[config.mk]
export PLATFORM = sky130hd
export DESIGN_NAME = tern_rca
export DESIGN_NICKNAME = d
export VERILOG_FILES = /design/src/rtl/tern_pkg.sv /design/src/rtl/tern_half_add.sv /design/src/rtl/tern_full_add.sv /design/src/rtl/tern_code_scan.sv /design/src/rtl/tern_rca.sv
export SDC_FILE = /design/constraint.sdc
export NUM_CORES = 1
export LEC_CHECK = 0
export BUFFER_PORTS_ARGS = -buffer_cell sky130_fd_sc_hd__buf_2
export CORE_MARGIN = 5
export CORE_UTILIZATION = 49
export DETAILED_ROUTE_END_ITERATION = 10
export PLACE_DENSITY = 0.81
export SETUP_SLACK_MARGIN = 0.02
export SYNTH_ARGS = -nofsm -noshare
export SYNTH_HDL_FRONTEND = slang
export SYNTH_HIERARCHICAL = 1
export SYNTH_SLANG_ARGS = --single-unit
export TNS_END_PERCENT = 30
[constraint.sdc]
create_clock -name vclk -period 2.8
set_input_delay 0.14 -clock vclk [all_inputs]
set_output_delay 0.14 -clock vclk [all_outputs]
set_load 0.02 [all_outputs]
[src/rtl/tern_pkg.sv]
package tern_pkg;

  typedef logic [1:0] trit_t;

  localparam trit_t TRIT_ZERO = 2'b00;
  localparam trit_t TRIT_ONE  = 2'b01;
  localparam trit_t TRIT_TWO  = 2'b10;
  localparam trit_t TRIT_BAD  = 2'b11;

  // One-hot digit decode: bit k set when the trit holds value k.
  // An undefined code decodes to all zeros.
  function automatic logic [2:0] trit_onehot(trit_t t);
    return {t == TRIT_TWO, t == TRIT_ONE, t == TRIT_ZERO};
  endfunction

  // One-hot sum of two one-hot digits: bit k set when x + y == k.
  function automatic logic [4:0] pair_spread(logic [2:0] x, logic [2:0] y);
    logic [4:0] r;
    r = '0;
    for (int i = 0; i < 3; i++) begin
      for (int j = 0; j < 3; j++) begin
        r[i+j] = r[i+j] | (x[i] & y[j]);
      end
    end
    return r;
  endfunction

endpackage

[src/rtl/tern_half_add.sv]
module tern_half_add
  import tern_pkg::*;
(
  input  trit_t a_i,
  input  trit_t b_i,
  output trit_t sum_o,
  output trit_t carry_o
);

  logic [4:0] spread;

  always_comb begin
    spread  = pair_spread(trit_onehot(a_i), trit_onehot(b_i));
    // totals 0..4: digit = total mod 3, carry set for 3 and 4
    sum_o   = {spread[2], spread[1] | spread[4]};
    carry_o = {1'b0, spread[3] | spread[4]};
    if (a_i != TRIT_BAD && b_i != TRIT_BAD) begin
      assert_half_sum_R2: assert (int'(sum_o) + 3 * int'(carry_o) == int'(a_i) + int'(b_i))
        else $error("half adder digit/carry mismatch");
    end
  end

endmodule

[src/rtl/tern_full_add.sv]
module tern_full_add
  import tern_pkg::*;
(
  input  trit_t a_i,
  input  trit_t b_i,
  input  trit_t cin_i,
  output trit_t sum_o,
  output trit_t carry_o
);

  logic [4:0] spread;
  logic [5:0] total;

  always_comb begin
    spread  = pair_spread(trit_onehot(a_i), trit_onehot(b_i));
    // an incoming carry of one shifts the one-hot total up by one place
    total   = (cin_i == TRIT_ONE) ? {spread, 1'b0} : {1'b0, spread};
    sum_o   = {total[2] | total[5], total[1] | total[4]};
    carry_o = {1'b0, total[3] | total[4] | total[5]};
    if (a_i != TRIT_BAD && b_i != TRIT_BAD && (cin_i == TRIT_ZERO || cin_i == TRIT_ONE)) begin
      assert_full_sum_R3: assert (int'(sum_o) + 3 * int'(carry_o)
                                  == int'(a_i) + int'(b_i) + int'(cin_i))
        else $error("full adder digit/carry mismatch");
    end
  end

endmodule

[src/rtl/tern_code_scan.sv]
module tern_code_scan
  import tern_pkg::*;
#(
  parameter int N_TRITS = 4
) (
  input  logic [2*N_TRITS-1:0] a_i,
  input  logic [2*N_TRITS-1:0] b_i,
  output logic                 bad_o
);

  logic [N_TRITS-1:0] hit_a;
  logic [N_TRITS-1:0] hit_b;
  int                 bad_cnt;

  always_comb begin
    for (int i = 0; i < N_TRITS; i++) begin
      hit_a[i] = &a_i[2*i +: 2];
      hit_b[i] = &b_i[2*i +: 2];
    end
    bad_o = (|hit_a) | (|hit_b);

    bad_cnt = 0;
    for (int i = 0; i < N_TRITS; i++) begin
      if (a_i[2*i +: 2] == TRIT_BAD) bad_cnt++;
      if (b_i[2*i +: 2] == TRIT_BAD) bad_cnt++;
    end
    assert_flag_matches_R6: assert (bad_o == (bad_cnt != 0))
      else $error("undefined-code flag disagrees with trit count");
  end

endmodule

[src/rtl/tern_rca.sv]
module tern_rca
  import tern_pkg::*;
#(
  parameter int N_TRITS = 4
) (
  input  logic [2*N_TRITS-1:0] a_trits,
  input  logic [2*N_TRITS-1:0] b_trits,
  output logic [2*N_TRITS-1:0] sum_trits,
  output logic [1:0]           carry_trit,
  output logic                 bad_code
);

  localparam int VEC_W = 2 * N_TRITS;

  trit_t            chain [1:N_TRITS];
  logic [VEC_W-1:0] raw_sum;
  logic             bad_in;

  tern_code_scan #(.N_TRITS(N_TRITS)) u_scan (
    .a_i   (a_trits),
    .b_i   (b_trits),
    .bad_o (bad_in)
  );

  for (genvar i = 0; i < N_TRITS; i++) begin : g_stage
    if (i == 0) begin : g_half
      tern_half_add u_add (
        .a_i     (a_trits[1:0]),
        .b_i     (b_trits[1:0]),
        .sum_o   (raw_sum[1:0]),
        .carry_o (chain[1])
      );
    end else begin : g_full
      tern_full_add u_add (
        .a_i     (a_trits[2*i +: 2]),
        .b_i     (b_trits[2*i +: 2]),
        .cin_i   (chain[i]),
        .sum_o   (raw_sum[2*i +: 2]),
        .carry_o (chain[i+1])
      );
    end
  end

  always_comb begin
    bad_code   = bad_in;
    sum_trits  = bad_in ? '0 : raw_sum;
    carry_trit = bad_in ? TRIT_ZERO : chain[N_TRITS];
  end

  // the digit stages must never emit an undefined code
  always_comb begin
    for (int i = 0; i < N_TRITS; i++) begin
      assert_digit_legal_R8: assert (raw_sum[2*i +: 2] != TRIT_BAD)
        else $error("stage emitted code 11");
    end
    assert_carry_legal_R4: assert (chain[N_TRITS][1] == 1'b0)
      else $error("top carry above one");
  end

endmodule

Word level (Yosys, flattened, before mapping)
Index checks and enable logic that the tools add are counted.

Input bits: 16. Bits in registers: 0.

Reduce and logical (&&, ||, !) cells: 18. Equality and inequality tests: 16. Bitwise operators: 66. Muxes and demuxes: 5.

Operators by type and width (number): $and A1 B1 Y1 (35); $or A1 B1 Y1 (31); $mux W6 (3); $eq A2 B1 Y1 const B (8); $eq A2 B2 Y1 const B (8); $logic_not A2 Y1 (8); $reduce_and A2 Y1 (8); $mux W8 (1); $reduce_or A4 Y1 (2); $mux W1 (1).

Longest topological paths before layout
Depth in word-level cells: 14. Mapped depth: 15. Gate-level depth less buffers: 15.

By module
Netlist, hierarchy kept.

Modules (own cells, without submodules): tern_full_add (times used 3, seq. area each 0.0 um^2, area each 210.2 um^2, cells each 28); tern_half_add (times used 1, seq. area each 0.0 um^2, area each 93.8 um^2, cells each 12); tern_rca (times used 1, seq. area each 0.0 um^2, area each 62.6 um^2, cells each 10); tern_code_scan (times used 1, seq. area each 0.0 um^2, area each 36.3 um^2, cells each 5).

Least setup slack after synthesis
No wires, ideal clock.

Kind: in2out. Start: in a_trits[0]. End: out sum_trits[7]. Data arrival time: 2.965 ns. Stages: 15. Path slack: -0.305 ns. Required time: 2.660 ns. Path buffers: 0. Cells stage by stage: or2b_1 o22ai_1 and4bb_4 o21a_1 a21oi_1 o21ai_0 and4bb_4 o21a_1 a21oi_1 o21ai_0 nand2b_2 xnor2_2 nor4b_1 or4_1 nor2b_1.

RTL lines: start, declared (RTL line tern_rca.sv:6) `input logic [2*N_TRITS-1:0] a_trits,`; end, declared (RTL line tern_rca.sv:8) `output logic [2*N_TRITS-1:0] sum_trits,`.

==> impl_table.tex <==
\begin{tabular}{lr}
\hline
Metric & Value \\
\hline
\multicolumn{2}{l}{\textbf{Status}} \\
\quad Status & complete, but fails checks \\
\quad Violations in the final reports & setup timing \\
\multicolumn{2}{l}{\textbf{Yosys}} \\
\quad Commonest cells in the netlist & sky130\_fd\_sc\_hd\_\_nor2b\_1 (13), sky130\_fd\_sc\_hd\_\_a21oi\_1 (9) \\
\quad Compound-Gate Fraction of Synth Area & 0.1976 \\
\quad Synthesized instance count & 111 \\
\quad Average size of a mapped cell & 7.417 um\^{}2 \\
\quad Share of the synthesized area in the top cell type & 0.09878 \\
\quad Leading post-synthesis cells by cell area & sky130\_fd\_sc\_hd\_\_nor2b\_1 (9.9\%), sky130\_fd\_sc\_hd\_\_buf\_6 (8.2\%), sky130\_fd\_sc\_hd\_\_and4bb\_4 (5.9\%), sky130\_fd\_sc\_hd\_\_xnor2\_2 (5.9\%), sky130\_fd\_sc\_hd\_\_a21oi\_1 (5.5\%) \\
\quad Basic-gate share of the synthesized area counting and, or, nand and nor cells & 0.5350 \\
\quad Multiplexer fraction of the synthesized cell area & 0 \\
\quad Xor/xnor share of the synthesized area & 0.1125 \\
\quad Synth Warn \# & 6 \\
\quad Cell area after synthesis & 823.3 um\^{}2 \\
\quad Most frequent cell after synthesis & sky130\_fd\_sc\_hd\_\_nor2b\_1 \\
\quad Largest family of logic cells by synthesized area & simple AND/OR/NAND/NOR gates \\
\quad Count of distinct cell types in the synthesized netlist & 30 \\
\quad Share of synthesized cell area in full adder, half adder and majority cells & 0 \\
\quad Net count of the mapped netlist & 127 \\
\quad Sequential fraction of the synthesis area & 0 \\
\quad Synth area leader & sky130\_fd\_sc\_hd\_\_nor2b\_1 \\
\multicolumn{2}{l}{\textbf{Clock tree}} \\
\quad Cts-stage hold buffer count & 0 \\
\multicolumn{2}{l}{\textbf{Cells and area}} \\
\quad Share of the core filled with cells in the final layout & 0.7476 \\
\quad CLK BUF & 0 \\
\quad Antenna diode count & 0 \\
\quad Seq Cell Count & 0 \\
\quad Final standard cell count with taps included and fillers excluded & between 150 and 200 \\
\quad Layout cells sized above 1 & 0.4966 \\
\quad Fin nets & 165 \\
\quad Finished layout cell area & about 0.0012 mm\^{}2 \\
\quad Layout overhead on the synthesized area & 39.97\% \\
\quad Storage cell area & 0 um\^{}2 \\
\multicolumn{2}{l}{\textbf{STA}} \\
\quad Pin slew with the least headroom to its limit & 0.6054 ns \\
\quad Final clock period utilization by the worst path & 1.129 \\
\quad Time the final worst path needs with I/O delays and setup & 3.160 ns \\
\quad Max transition margin & 0.5952 \\
\quad Worst path setup slack after routing & -0.3600 ns \\
\quad RSZ-0062 raised after global routing & yes \\
\quad Count of final setup violators & 3 \\
\quad Final Hold Violating Endpoints & 0 \\
\quad Count of pins over their slew limit & 0 \\
\quad Maximum frequency from static timing analysis & about 320 MHz \\
\quad Min Hold Slack & 0.7882 ns \\
\multicolumn{2}{l}{\textbf{Global route}} \\
\quad Total global routing track utilization & 0.1838 \\
\quad Wire length of the first global-routing pass & 3995 um \\
\quad Antenna violations before repair & 0 \\
\quad Global route total overflow & 0 \\
\quad Largest net degree at the start of global routing & 12 \\
\quad Vias in the first global route & roughly 920 \\
\multicolumn{2}{l}{\textbf{Place}} \\
\quad Routability congestion estimate from global placement & 0.7633 \\
\quad Port Buffer Count & 26 \\
\quad Post-DP Area & 0.001002 mm\^{}2 \\
\quad Total half-perimeter wirelength after legalization and detailed placement & 1728 um \\
\quad Total placed cells including tap cells & 157 \\
\multicolumn{2}{l}{\textbf{Run}} \\
\quad Max cap viols & 0 \\
\multicolumn{2}{l}{\textbf{Die}} \\
\quad Total core area & $\sim$0.0015 mm\^{}2 \\
\quad Effective utilization at floorplan & 0.5341 \\
\quad Area of the die & 0.002600 mm\^{}2 \\
\quad IO Count & 27 \\
\quad Die outline height & 50.99 um \\
\quad Number of core rows & 14 \\
\quad Horiz. Die Dim & 50.99 um \\
\multicolumn{2}{l}{\textbf{Pwr}} \\
\quad Static leakage & 0.4991 nW \\
\quad P per Cell Area & 144.8 mW/mm\^{}2 \\
\quad Maximum vdd drop & between 90 and 100 uV \\
\multicolumn{2}{l}{\textbf{Worst hold path}} \\
\quad Classification of the worst-slack hold path & in2out \\
\multicolumn{2}{l}{\textbf{Route}} \\
\quad Number of DRC violations after detailed routing & 0 \\
\quad Total wire length after detailed routing & 2557 um \\
\quad Length of the first detailed-routing pass in iterations & 4 \\
\quad Detailed-route vias per instance & 6.049 \\
\quad Number of violations reported at the end of detailed-routing iteration 0 & 25 \\
\quad Routed WL per cell & about 16 um \\
\quad Vias post-DR & 986 \\
\quad Remaining number of nets flagged by the antenna check after routing & 0 \\
\multicolumn{2}{l}{\textbf{Setup path}} \\
\quad Critical path type & in2out \\
\quad Type of origin of the critical path & input port \\
\quad Endpoint kind of the worst setup timing path & output pin \\
\quad Maximum net fanout on the critical path & 3 \\
\quad Required time at the worst-slack endpoint & 2.66 ns \\
\quad Worst path arrival time & 3.02 ns \\
\hline
\end{tabular}
cell type report:
| type | count | area [um^2] |
|---|---|---|
| Multi-Input combinational cell | 98 | 799.5 |
| Tap cell | 16 | 20.02 |
| Fill cell | 119 | 389.1 |
| Timing Repair Buffer | 49 | 332.8 |
routing by layer:
metal	wire length (um)	part of all wire	up-vias	global-route usage
met5	0	0	-	0
met4	29	0.011	0	0.03830
met3	114	0.045	6	0.01744
met2	1495	0.58	31	0.3905
met1	918	0.36	465	0.1840
li1	-	-	484	-
path summary, 6_finish.rpt:
path,from,to,slack [ns],cells past startpoint
max,b_trits[1],sum_trits[7],-0.36,16
min,a_trits[7],carry_trit[0],0.79,4
placed cells by master (no fill, tap or decap), drive strengths merged, types with 3 or more instances in the layout:
cell and count:
or4 3, o311ai 4, o21ai 3, nor3 6, o21a 3, nor3b 6
nor4 6, conb 4, buf 49, and4bb 3, and2b 3, xnor2 8
nor4b 3, or3 3, nand2b 5, nand2 3, or2b 4, nor2b 13
a21oi 9, a22oi 4
through the flow:
step	power [mW]	TNS [ns]	setup slack (ns)
after floorplan	0.09617	-0.08147	-0.06555
after global placement	0.1291	-0.8547	-0.3856
after detailed placement	0.1351	-1.242	-0.5016
after CTS	0.1561	-0.6793	-0.3204
after global routing	0.1791	-1.404	-0.5191
final	0.1669	-0.8065	-0.3600
critical path, cell delays in order:
cell and delay, ns:
sky130_fd_sc_hd__buf_2 0.13, sky130_fd_sc_hd__xnor2_2 0.15, sky130_fd_sc_hd__o22ai_2 0.12, sky130_fd_sc_hd__and4bb_4 0.22
sky130_fd_sc_hd__o21a_1 0.17, sky130_fd_sc_hd__a21oi_2 0.11, sky130_fd_sc_hd__o21ai_2 0.08, sky130_fd_sc_hd__and2b_2 0.24
sky130_fd_sc_hd__o311ai_4 0.27, sky130_fd_sc_hd__o21ai_2 0.09, sky130_fd_sc_hd__and2b_2 0.23, sky130_fd_sc_hd__xnor2_2 0.20
sky130_fd_sc_hd__nor3_2 0.06, sky130_fd_sc_hd__or4_1 0.51, sky130_fd_sc_hd__nor2b_4 0.14, sky130_fd_sc_hd__buf_6 0.15
cell families (layout without fill, tap and decap cells):
kind of cell	after synthesis	count (layout)
AOI/OAI and AO/OA	25	25
xor gates and xnor gates	8	8
buffers and inverters	13	49
other	4	4
and+or+nand+nor	61	61
repair_timing:
action / 4_1_cts / 5_1_grt
setup endpoints to repair: 3 / 5
endpoints found under the hold margin: 0 / 0
resized for setup: 21 / 4
buffers inserted: 4 / 2
pin swaps: 11 / 3
report_power, final:
group / switching (mW) / total, mW / leakage (nW) / internal [mW]
clock network: 0 / 0 / 0 / 0
registers: 0 / 0 / 0 / 0
logic: 0.0826 / 0.167 / 0.499 / 0.0842
total: 0.0826 / 0.167 / 0.499 / 0.0842
Note: power is estimated with default switching activity, not from simulation.
